**src/rtl/serint_pkg.sv**
```systemverilog
package serint_pkg;

  typedef enum logic [2:0] {
    ST_GAP,
    ST_QIDLE,
    ST_SLOW,
    ST_SHIGH,
    ST_STA,
    ST_SLOT,
    ST_PLOW,
    ST_PHIGH
  } sirq_state_e;

  localparam int CNT_W = 4;

  // total start low clocks for a width code; codes above 4 saturate at 8
  function automatic logic [CNT_W-1:0] start_len(input logic [2:0] code);
    return (code > 3'd4) ? 4'd8 : (4'd4 + {1'b0, code});
  endfunction

endpackage

```
**src/rtl/serint_fsm.sv**
```systemverilog
module serint_fsm
  import serint_pkg::*;
#(
  parameter int NSLOT = 17,
  parameter int IDX_W = 5
) (
  input  logic             clk,
  input  logic             rst,
  input  logic [2:0]       cfg_width,
  input  logic             cfg_quiet,
  input  logic             line_in,
  output logic             drv_low_o,
  output logic             drv_high_o,
  output logic             samp_o,
  output logic [IDX_W-1:0] idx_o
);

  localparam logic [IDX_W-1:0] LAST_IDX = IDX_W'(NSLOT - 1);

  sirq_state_e      state, nxt;
  logic [CNT_W-1:0] cnt, cnt_n;
  logic [1:0]       phase, phase_n;
  logic [IDX_W-1:0] idx, idx_n;
  logic             quiet_q, quiet_n;

  always_comb begin
    nxt     = state;
    cnt_n   = cnt;
    phase_n = phase;
    idx_n   = idx;
    quiet_n = quiet_q;
    case (state)
      ST_GAP: begin
        nxt   = ST_SLOW;
        cnt_n = start_len(cfg_width);
      end
      ST_QIDLE: begin
        if (!line_in) begin
          nxt   = ST_SLOW;
          cnt_n = start_len(cfg_width) - 4'd1;
        end
      end
      ST_SLOW: begin
        if (cnt == 4'd1) nxt = ST_SHIGH;
        else             cnt_n = cnt - 4'd1;
      end
      ST_SHIGH: nxt = ST_STA;
      ST_STA: begin
        nxt     = ST_SLOT;
        phase_n = 2'd0;
        idx_n   = '0;
      end
      ST_SLOT: begin
        if (phase == 2'd2) begin
          phase_n = 2'd0;
          if (idx == LAST_IDX) begin
            nxt     = ST_PLOW;
            cnt_n   = cfg_quiet ? 4'd2 : 4'd3;
            quiet_n = cfg_quiet;
          end else begin
            idx_n = idx + 1'b1;
          end
        end else begin
          phase_n = phase + 2'd1;
        end
      end
      ST_PLOW: begin
        if (cnt == 4'd1) nxt = ST_PHIGH;
        else             cnt_n = cnt - 4'd1;
      end
      ST_PHIGH: nxt = quiet_q ? ST_QIDLE : ST_GAP;
      default:  nxt = ST_GAP;
    endcase
  end

  always_ff @(posedge clk) begin
    if (rst) begin
      state      <= ST_GAP;
      cnt        <= '0;
      phase      <= '0;
      idx        <= '0;
      quiet_q    <= 1'b0;
      drv_low_o  <= 1'b0;
      drv_high_o <= 1'b0;
    end else begin
      state      <= nxt;
      cnt        <= cnt_n;
      phase      <= phase_n;
      idx        <= idx_n;
      quiet_q    <= quiet_n;
      drv_low_o  <= (nxt == ST_SLOW) || (nxt == ST_PLOW);
      drv_high_o <= (nxt == ST_SHIGH) || (nxt == ST_PHIGH);
    end
  end

  assign samp_o = (state == ST_SLOT) && (phase == 2'd0);
  assign idx_o  = idx;

  // consecutive low-drive run length, for the width bound
  logic [CNT_W-1:0] low_run;
  always_ff @(posedge clk) begin
    if (rst)            low_run <= '0;
    else if (drv_low_o) low_run <= low_run + 4'd1;
    else                low_run <= '0;
  end

  AST_DRV_EXCL: assert property (@(posedge clk) disable iff (rst)
    !(drv_low_o && drv_high_o));
  AST_HIGH_RELEASE: assert property (@(posedge clk) disable iff (rst)
    drv_high_o |=> (!drv_high_o && !drv_low_o));
  AST_LOW_ENDS_HIGH: assert property (@(posedge clk) disable iff (rst)
    $fell(drv_low_o) |-> drv_high_o);
  AST_LOW_MAX: assert property (@(posedge clk) disable iff (rst)
    drv_low_o |-> (low_run < 4'd8));
  AST_QUIET_TAKEOVER: assert property (@(posedge clk) disable iff (rst)
    (state == ST_QIDLE && !line_in) |=> drv_low_o);
  AST_QUIET_HOLD: assert property (@(posedge clk) disable iff (rst)
    (state == ST_QIDLE && line_in) |=> (!drv_low_o && !drv_high_o));
  AST_SLOT_RELEASED: assert property (@(posedge clk) disable iff (rst)
    samp_o |-> (!drv_low_o && !drv_high_o));

endmodule

```
**src/rtl/serint_capture.sv**
```systemverilog
module serint_capture #(
  parameter int NSLOT = 17,
  parameter int IDX_W = 5
) (
  input  logic             clk,
  input  logic             rst,
  input  logic             samp_i,
  input  logic [IDX_W-1:0] idx_i,
  input  logic             line_i,
  output logic [NSLOT-1:0] req_o
);

  for (genvar g = 0; g < NSLOT; g++) begin : g_bit
    localparam logic [IDX_W-1:0] MY_IDX = IDX_W'(g);
    always_ff @(posedge clk) begin
      if (rst)                           req_o[g] <= 1'b0;
      else if (samp_i && idx_i == MY_IDX) req_o[g] <= ~line_i;
    end
  end

  AST_CAPTURE: assert property (@(posedge clk) disable iff (rst)
    samp_i |=> (req_o[$past(idx_i)] == !$past(line_i)));
  AST_REQ_HOLD: assert property (@(posedge clk) disable iff (rst)
    !samp_i |=> $stable(req_o));

endmodule

```
**src/rtl/serint_host_ctl.sv**
```systemverilog
module serint_host_ctl #(
  parameter int NSLOT = 17
) (
  input  logic             clk,
  input  logic             rst,
  input  logic [2:0]       cfg_width,
  input  logic             cfg_quiet,
  input  logic             line_in,
  output logic             drv_low,
  output logic             drv_high,
  output logic [NSLOT-1:0] irq_req
);

  localparam int IDX_W = (NSLOT > 2) ? $clog2(NSLOT) : 1;

  logic             samp;
  logic [IDX_W-1:0] idx;

  serint_fsm #(.NSLOT(NSLOT), .IDX_W(IDX_W)) u_fsm (
    .clk        (clk),
    .rst        (rst),
    .cfg_width  (cfg_width),
    .cfg_quiet  (cfg_quiet),
    .line_in    (line_in),
    .drv_low_o  (drv_low),
    .drv_high_o (drv_high),
    .samp_o     (samp),
    .idx_o      (idx)
  );

  serint_capture #(.NSLOT(NSLOT), .IDX_W(IDX_W)) u_capture (
    .clk    (clk),
    .rst    (rst),
    .samp_i (samp),
    .idx_i  (idx),
    .line_i (line_in),
    .req_o  (irq_req)
  );

  AST_RESET_QUIET: assert property (@(posedge clk)
    $past(rst) |-> (!drv_low && !drv_high && irq_req == '0));

endmodule

```
**config.mk**
```make
export PLATFORM = sky130hd
export DESIGN_NAME = serint_host_ctl
export DESIGN_NICKNAME = d
export VERILOG_FILES = /design/src/rtl/serint_pkg.sv /design/src/rtl/serint_fsm.sv /design/src/rtl/serint_capture.sv /design/src/rtl/serint_host_ctl.sv
export SDC_FILE = /design/constraint.sdc
export NUM_CORES = 1
export LEC_CHECK = 0
export ABC_AREA = 1
export CAP_MARGIN = 20
export CORE_MARGIN = 1
export CORE_UTILIZATION = 38
export DETAILED_ROUTE_END_ITERATION = 16
export DONT_BUFFER_PORTS = 1
export PLACE_DENSITY = 0.56
export SYNTH_ARGS = -nofsm -noshare
export SYNTH_HDL_FRONTEND = slang
export SYNTH_SLANG_ARGS = --single-unit
```
**constraint.sdc**
```tcl
create_clock -name clk -period 1.45 [get_ports clk]
set_input_delay 0.2175 -clock clk [delete_from_list [all_inputs] [get_ports clk]]
set_output_delay 0.2175 -clock clk [all_outputs]
set_load 0.03 [all_outputs]
```
Word-level counts from Yosys, hierarchy flattened
Cells that the tools add are included.
- bits of input ports: 7
- word-level logic and storage cells: 113
- register bits after elaboration: 34
- output and inout bits: 19
- $lt $le $gt $ge: 1
- eq/ne operators: 34
- bitwise logic cells: 1
- reduce and logical (&&, ||, !) cells: 29
- multiplexer cells: 19
- add/subtract/negate cells: 5
- operators by type and width (operator ; count):
    equality test 5 x 4 -> 1 bit (second input constant) ; 8
    one-hot mux 3 bit (8 select lines) ; 1
    equality test 5 x 3 -> 1 bit (second input constant) ; 4
    two-way mux 4 bit ; 5
    equality test 3 bit (second input constant) ; 6
    logical AND 1 bit ; 18
    one-hot mux 4 bit (4 select lines) ; 1
    two-way mux 3 bit ; 5
    equality test 3 x 2 -> 1 bit (second input constant) ; 4
    equality test 5 x 2 -> 1 bit (second input constant) ; 2
    two-way mux 5 bit ; 2
    one-hot mux 5 bit (2 select lines) ; 1
    subtractor 4 x 1 -> 4 bit (second input constant) ; 2
    != test 2 bit (second input constant) ; 3
    AND reduction 3 bit ; 2
    adder 5 x 1 -> 5 bit (second input constant) ; 1
    equality test 5 x 1 -> 1 bit (second input constant) ; 1
    equality test 5 bit (second input constant) ; 1
    logical NOT 5 bit ; 1
    AND reduction 5 bit ; 1
    adder 3 x 3 -> 4 bit (first input constant) ; 1
    equality test 4 x 1 -> 1 bit (second input constant) ; 1
    != test 2 x 1 -> 1 bit (second input constant) ; 2
    one-hot mux 2 bit (2 select lines) ; 1
    13 further kinds ; 15

Logic depth before layout (Yosys ltp)
Gate-level depths: netlist (run 1).
- word-level depth: 6
- depth in mapped cells: 11
- gate-level depth less buffers: 11

By module
A second synthesis (run 1) with hierarchy kept.
- cells, all modules: 330
- area, all modules: 2040.7 um^2
- modules (own cells, without submodules) (module ; sequential area each (um^2) ; area an instance (um^2) ; times used ; cells each):
    serint_fsm ; 340.3 ; 1093.5 ; 1 ; 172
    serint_capture ; 340.3 ; 947.2 ; 1 ; 158

Worst setup path before layout (run 1)
Ideal clock, no wire load.
- kind: register to register
- start: register u_fsm.idx[0], in the netlist u_fsm.idx_o[0]
- end: register u_fsm.idx[4], in the netlist u_fsm.idx_o[4]
- path buffers: 0
- arrival: 1.267 ns
- path slack: 0.067 ns
- clock period less this slack: 1.383 ns
- cell stages (with the launch flop): 11
- cells stage by stage: dfxtp_1 inv_1 ha_1 nand2_1 inv_1 nand2_1 nand2_2 a21oi_2 nand2_1 o21ai_0 nor2_1
- cells in the longest elaborated chain, start to end: 4
- elaborated cells on any way between the ends: 7
- ends and longest elaborated chain (item ; line ; text):
    from (decl) ; serint_fsm.sv:23 ; logic [IDX_W-1:0] idx, idx_n;
    from (signal assigned) ; serint_fsm.sv:89 ; idx <= idx_n;
    adder 5 x 1 -> 5 bit ; serint_fsm.sv:61 ; idx_n = idx + 1'b1;
    two-way mux 5 bit ; serint_fsm.sv:56 ; if (idx == LAST_IDX) begin
    two-way mux 5 bit ; serint_fsm.sv:54 ; if (phase == 2'd2) begin
    one-hot mux 5 bit (2 select lines) ; serint_fsm.sv:32 ; case (state)
Parallel ways exist; a longest one is shown, timed or not. The select of a mux whose other input is x is not followed.
A chain may end at the register's enable or synchronous reset.

Final worst setup path (run 1)
- start: register u_fsm.idx[1], in the netlist u_fsm.idx_o[1]
- end: register u_fsm.cnt[2]
- cells in the longest elaborated chain, start to end: 3
- ends and longest elaborated chain (item ; line ; text):
    equality test 5 bit ; serint_fsm.sv:56 ;
    != test 2 x 1 -> 1 bit (no source line) ; -- ;
    AND reduction 5 bit (no source line) ; -- ;
    to (signal assigned) ; serint_fsm.sv:87 ; cnt <= cnt_n;
    to (decl) ; serint_fsm.sv:21 ; logic [CNT_W-1:0] cnt, cnt_n;
Every way passes these cells.

==> results.toml, run 1 <==
[grt]
grt_pass1_wl_um = 7250
grt-ovfl-total = 0
antenna_found_initial = 0
grt_pass1_vias = 1561
grt.total_usage = 0.181
grt_start_max_net_pins = 25

[final_layout]
fin_nets = 312
antenna_cells = 0
utilization = 0.476
syn2layout_area_growth_pct = 20.3
drive_gt1_frac = 0.203
fin_cells = 363

[yosys]
syn_inst = 278
synth_top_area_share = 0.364
synth.yosys.warnings = 0
ys_types = 26
synth_area_leader_cell = "dfxtp_1"
synth_area_leaders = "dfxtp_1 (36%), nand2_1 (13%), nand3_1 (7.8%)"
synth_nets = 293
synth_most_common_cell = "nand2_1"
netlist_area_um2 = 1870
syn_avg_cell_area_um2 = 6.73
synth_edf_count = 0
ys_ff_latch = 34
ys_top_cells_by_count = "nand2_1 (67), dfxtp_1 (34), nor2_1 (33)"
ys_seq_area_frac = 0.364
async_flop_share = 0
synthFlopType = "dfxtp_1"

[sta]
min_period_over_period = 0.940
tightestPinTransition_ns = 0.766
setup_viol = 0
setup_tns_ns = 0
fmax_mhz = 734
finClkSkew_ns = 0.00406
finalHoldViolations = 0
grt_setup_unrepaired = "yes"
fin_crit_ns = 1.36
max-slew-margin-rel = 0.488
timing.final.max_slew_violations = 0

[min_path]
hold_class = "input pin to register"

[die]
die_h_um = 72.2
die-area_um2 = 5210
io_pins = 26
core.rowCount = 25
initial_core_util = 0.396
core_um2 = 4720
die_w_um = 72.2

[drt]
drtPass1Iterations = 4
routedWlPerCell_um = 12.1
routed_wl_um = 4380
drt_iter0_drc = 52
vias = 1764
vias_per_cell = 4.86
drc_errors = 0
route.antenna.remaining_nets = 0

[power_and_ir_drop]
ir_drop_uv = 360
power_density_nw_per_um2 = 919
p_leak_uw = 0.000888

[setup_path]
cp_top_family = "simple AND/OR/NAND/NOR gates"
max_stage_delay_ns = 0.32
worstSetupPathType = "register to register"
end_kind = "register"
cp_max_fo = 6
slowest_stage = "dfxtp_2"
crit_path_start_kind = "register"
arrival_ns = 1.50
cp_cell_sequence = "inv_1 > ha_2 > nand2_2 > nor2_2 > nor2_1 > nor2_2 > nand2_2 > nand2_1 > a21oi_1"
cp.buffers_inverters = 1
crit_required_ns = 1.59

[place]
dp.cells = 353
io_buffer_count = 0
gp_congestion = 0.905
dpl.hpwl_um = 3150

[status]
status = "finished clean"

[clock_tree]
clk_latency_ns = 0.29
cts_tree = "built"
path_clk_slew_ns = 0.07
numClockSinks = 34
h-tree-depth = 2
clockBufferDepth = 2
cts_buffers = 5
cts_root_buf = "clkbuf_8"

[job]
maxCapViolCount = 0
registers in the layout, indices dropped and copies added (netlist names):
signal,flops
u_capture.req_o,17
u_fsm.cnt,4
u_fsm.drv_high_o,1
u_fsm.drv_low_o,1
u_fsm.idx_o,5
u_fsm.phase,2
u_fsm.quiet_q,1
u_fsm.state,3
worst paths after layout:
check,from,endpoint,slack [ns],depth (start not counted)
worst max register to register,u_fsm.idx_o[1],u_fsm.cnt[2],0.09,9
worst max-delay path,u_fsm.idx_o[1],u_fsm.cnt[2],0.09,9
worst min register to register,u_fsm.quiet_q,u_fsm.quiet_q,0.45,2
worst min-delay path,rst,u_fsm.drv_high_o,0.01,1
through the flow:
step / hold WS [ns] / worst slack [ns] / area [um^2] / total power (uW)
global route: 0.00304 / -0.0197 / 2250 / 2190
floorplan: 0.297 / 0.0674 / 1870 / 1270
CTS: 0.00940 / 0.0121 / 2120 / 2070
global placement: 0.291 / 0.0464 / 2030 / 1350
finish: 0.0125 / 0.0869 / 2250 / 2070
detailed placement: 0.292 / 0.0324 / 2030 / 1350
where the power goes:
part,switching (uW),internal (uW),total [uW]
sequential,38.4,973,1010
combinational,215,139,354
clock,335,366,701
total,588,1480,2070
what timing repair did:
| action | 4_1_cts | 5_1_grt |
|---|---|---|
| endpoints found under the hold margin | 20 | 1 |
| resized for setup | 0 | 29 |
| setup buffers | 0 | 2 |
| setup endpoints to repair | 0 | 22 |
| hold buffers | 1 | 1 |
layer usage:
metal / global-route usage / up-vias / part of all wire
met1: 0.252 / 793 / 0.52
met4: 0.0654 / 0 / 0.013
met3: 0.0542 / 6 / 0.036
met2: 0.263 / 25 / 0.43
li1: - / 940 / -
met5: 0 / - / 0
placed cells by master, fill, tap and decap left out, drive strengths merged:
master,instances
ha,8
dlygate4sd3,2
nand4,3
o21ai,12
xor2,2
inv,29
clkbuf,6
a21oi,27
nor2,36
nor3,13
a22oi,1
o211ai,1
nand2,71
buf,19
a31oi,1
dfxtp,34
nand3,31
cell families (layout without fill, tap and decap cells):
logic type	after synthesis	count (layout)	synth area share
simple gates	154	154	0.369
buf+inv	38	56	0.0863
flops	34	34	0.364
compound gates	42	42	0.118
xor+xnor	2	2	0.00937
fa+ha+maj	8	8	0.0535
final cells by class:
cell class | instances | area, um^2
Inverter | 29 | 114
Clock buffer | 6 | 82.6
Multi-Input combinational cell | 206 | 1120
Timing Repair Buffer | 21 | 163
Sequential cell | 34 | 684
Tap cell | 67 | 83.8
Fill cell | 499 | 2470
No activity file was read; power rests on OpenSTA's default activity.
==> inputs of run 2 (changes only) <==
--- a/config.mk
+++ b/config.mk
@@ -11,7 +11,7 @@
 export CORE_UTILIZATION = 38
 export DETAILED_ROUTE_END_ITERATION = 16
 export DONT_BUFFER_PORTS = 1
-export PLACE_DENSITY = 0.56
+export PLACE_DENSITY = 0.54
 export SYNTH_ARGS = -nofsm -noshare
 export SYNTH_HDL_FRONTEND = slang
 export SYNTH_SLANG_ARGS = --single-unit
==> constraint.sdc (replaced) <==
create_clock -name clk -period 1.46 [get_ports clk]
set_input_delay 0.219 -clock clk [delete_from_list [all_inputs] [get_ports clk]]
set_output_delay 0.219 -clock clk [all_outputs]
set_load 0.03 [all_outputs]
==> results.toml, run 2 (same netlist as run 1, synthesis figures left out) <==
[status]
status = "finished clean"

[power_and_ir_drop]
p_leak_uw = 0.000922
power_density_nw_per_um2 = 909
ir_drop_uv = 446

[clock_tree]
numClockSinks = 34
clockBufferDepth = 2
cts_buffers = 5
path_clk_slew_ns = 0.07
h-tree-depth = 2
cts_root_buf = "clkbuf_8"
clk_latency_ns = 0.29
cts_tree = "built"

[die]
die_w_um = 72.2
die_h_um = 72.2
initial_core_util = 0.396
core_um2 = 4720
core.rowCount = 25
die-area_um2 = 5210
io_pins = 26

[drt]
drc_errors = 0
routed_wl_um = 4470
vias_per_cell = 4.86
drtPass1Iterations = 4
route.antenna.remaining_nets = 0
vias = 1790
routedWlPerCell_um = 12.2
drt_iter0_drc = 113

[final_layout]
fill_cells = 487
top_register = "u_capture.req_o"
utilization = 0.483
fin_nets = 315
antenna_cells = 0
layout_common_cells = "nand2_1 (65), dfxtp_1 (31), nor2_1 (30)"
syn2layout_area_growth_pct = 22.0
drive_gt1_frac = 0.203
largest_reg_flops = 17
final_common_cell = "nand2_1"

[setup_path]
worstSetupPathType = "register to register"
crit_required_ns = 1.67
end_kind = "register"
arrival_ns = 1.60
cp_max_fo = 6
crit_path_start_kind = "register"

[sta]
fmax_mhz = 724
finalHoldViolations = 0
min_period_over_period = 0.947
finClkSkew_ns = 0.0117
hold_ws_ns = 0.0131
setup_viol = 0
tightestPinTransition_ns = 0.666
fin_crit_ns = 1.38
max-slew-margin-rel = 0.554
timing.final.max_slew_violations = 0
grt_setup_unrepaired = "yes"

[grt]
grt-ovfl-total = 0
antenna_found_initial = 0
grt_start_max_net_pins = 25
grt_pass1_vias = 1555
grt_pass1_wl_um = 7390
grt.total_usage = 0.184

[place]
io_buffer_count = 0
gp_congestion = 0.817
dpl.hpwl_um = 3260

[job]
maxCapViolCount = 0

[min_path]
hold_class = "input pin to register"
[run 2: changes by cell type in the layout (fill, tap and decap cells not counted), moves of 2 or more]
cell	previous run	this run
nor3_1	4	6
nand3_1	29	27
nor3_2	9	7
nand3_2	1	3
nor2_2	5	3
buf_4	19	21
[run 2: per-stage QoR]
stage | setup TNS [ns] | std cells | area (um^2) | setup slack [ns] | power (uW)
after floorplan | 0 | 278 | 1870 | 0.0774 | 1260
after global placement | 0 | 356 | 2050 | 0.0574 | 1350
after detailed placement | 0 | 356 | 2050 | 0.0471 | 1350
after CTS | 0 | 366 | 2160 | 0.0307 | 2090
after global routing | -0.0411 | 368 | 2280 | -0.0238 | 2200
final | 0 | 368 | 2280 | 0.0780 | 2070
[run 2: power breakdown]
group          switching [uW]  internal, uW  leakage [uW]
clock network             340           381     0.0000482
registers                39.7           966      0.000277
logic                     211           137      0.000596
[run 2: worst max-delay path, cell delays in order, from the launching register on]
cell and delay [ns]:
dfxtp_1 0.33, inv_1 0.06, ha_1 0.18, nand3_1 0.11
nand2_1 0.08, a21oi_1 0.20, nand2_2 0.13, nand2_1 0.08
nand2_1 0.04, nor2_1 0.10
[run 2: final timing paths]
check / startpoint / to / slack, ns / depth (start not counted)
max: u_fsm.cnt[1] / u_fsm.cnt[0] / 0.08 / 9
min: rst / u_fsm.drv_high_o / 0.01 / 1
max reg2reg: u_fsm.cnt[1] / u_fsm.cnt[0] / 0.08 / 9
min reg2reg: u_fsm.quiet_q / u_fsm.quiet_q / 0.46 / 2
[run 2: final cells by class]
cell class                 instances  area, um^2  area share
inverter                          29         111      0.0488
clock inverter                     1        5.00     0.00219
clock buffer                       7        86.3      0.0378
sequential                        34         684       0.300
multi-input combinational        206        1120       0.492
timing repair buffer              24         188      0.0822
tap                               67        83.8      0.0367
[run 2: layer usage]
| metal | track usage | vias to the layer above | routed length (um) |
|---|---|---|---|
| li1 | - | 953 | - |
| met1 | 0.261 | 797 | 2300 |
| met2 | 0.273 | 35 | 1940 |
| met3 | 0.0472 | 5 | 201 |
| met4 | 0.0523 | 0 | 31 |
| met5 | 0 | - | 0 |
[run 2: what timing repair did]
item                       CTS  global route
hold buffers                 2             1
setup endpoints to repair    0            24
hold endpoints to repair    16             2
resized for setup            0            27
setup buffers                0             1
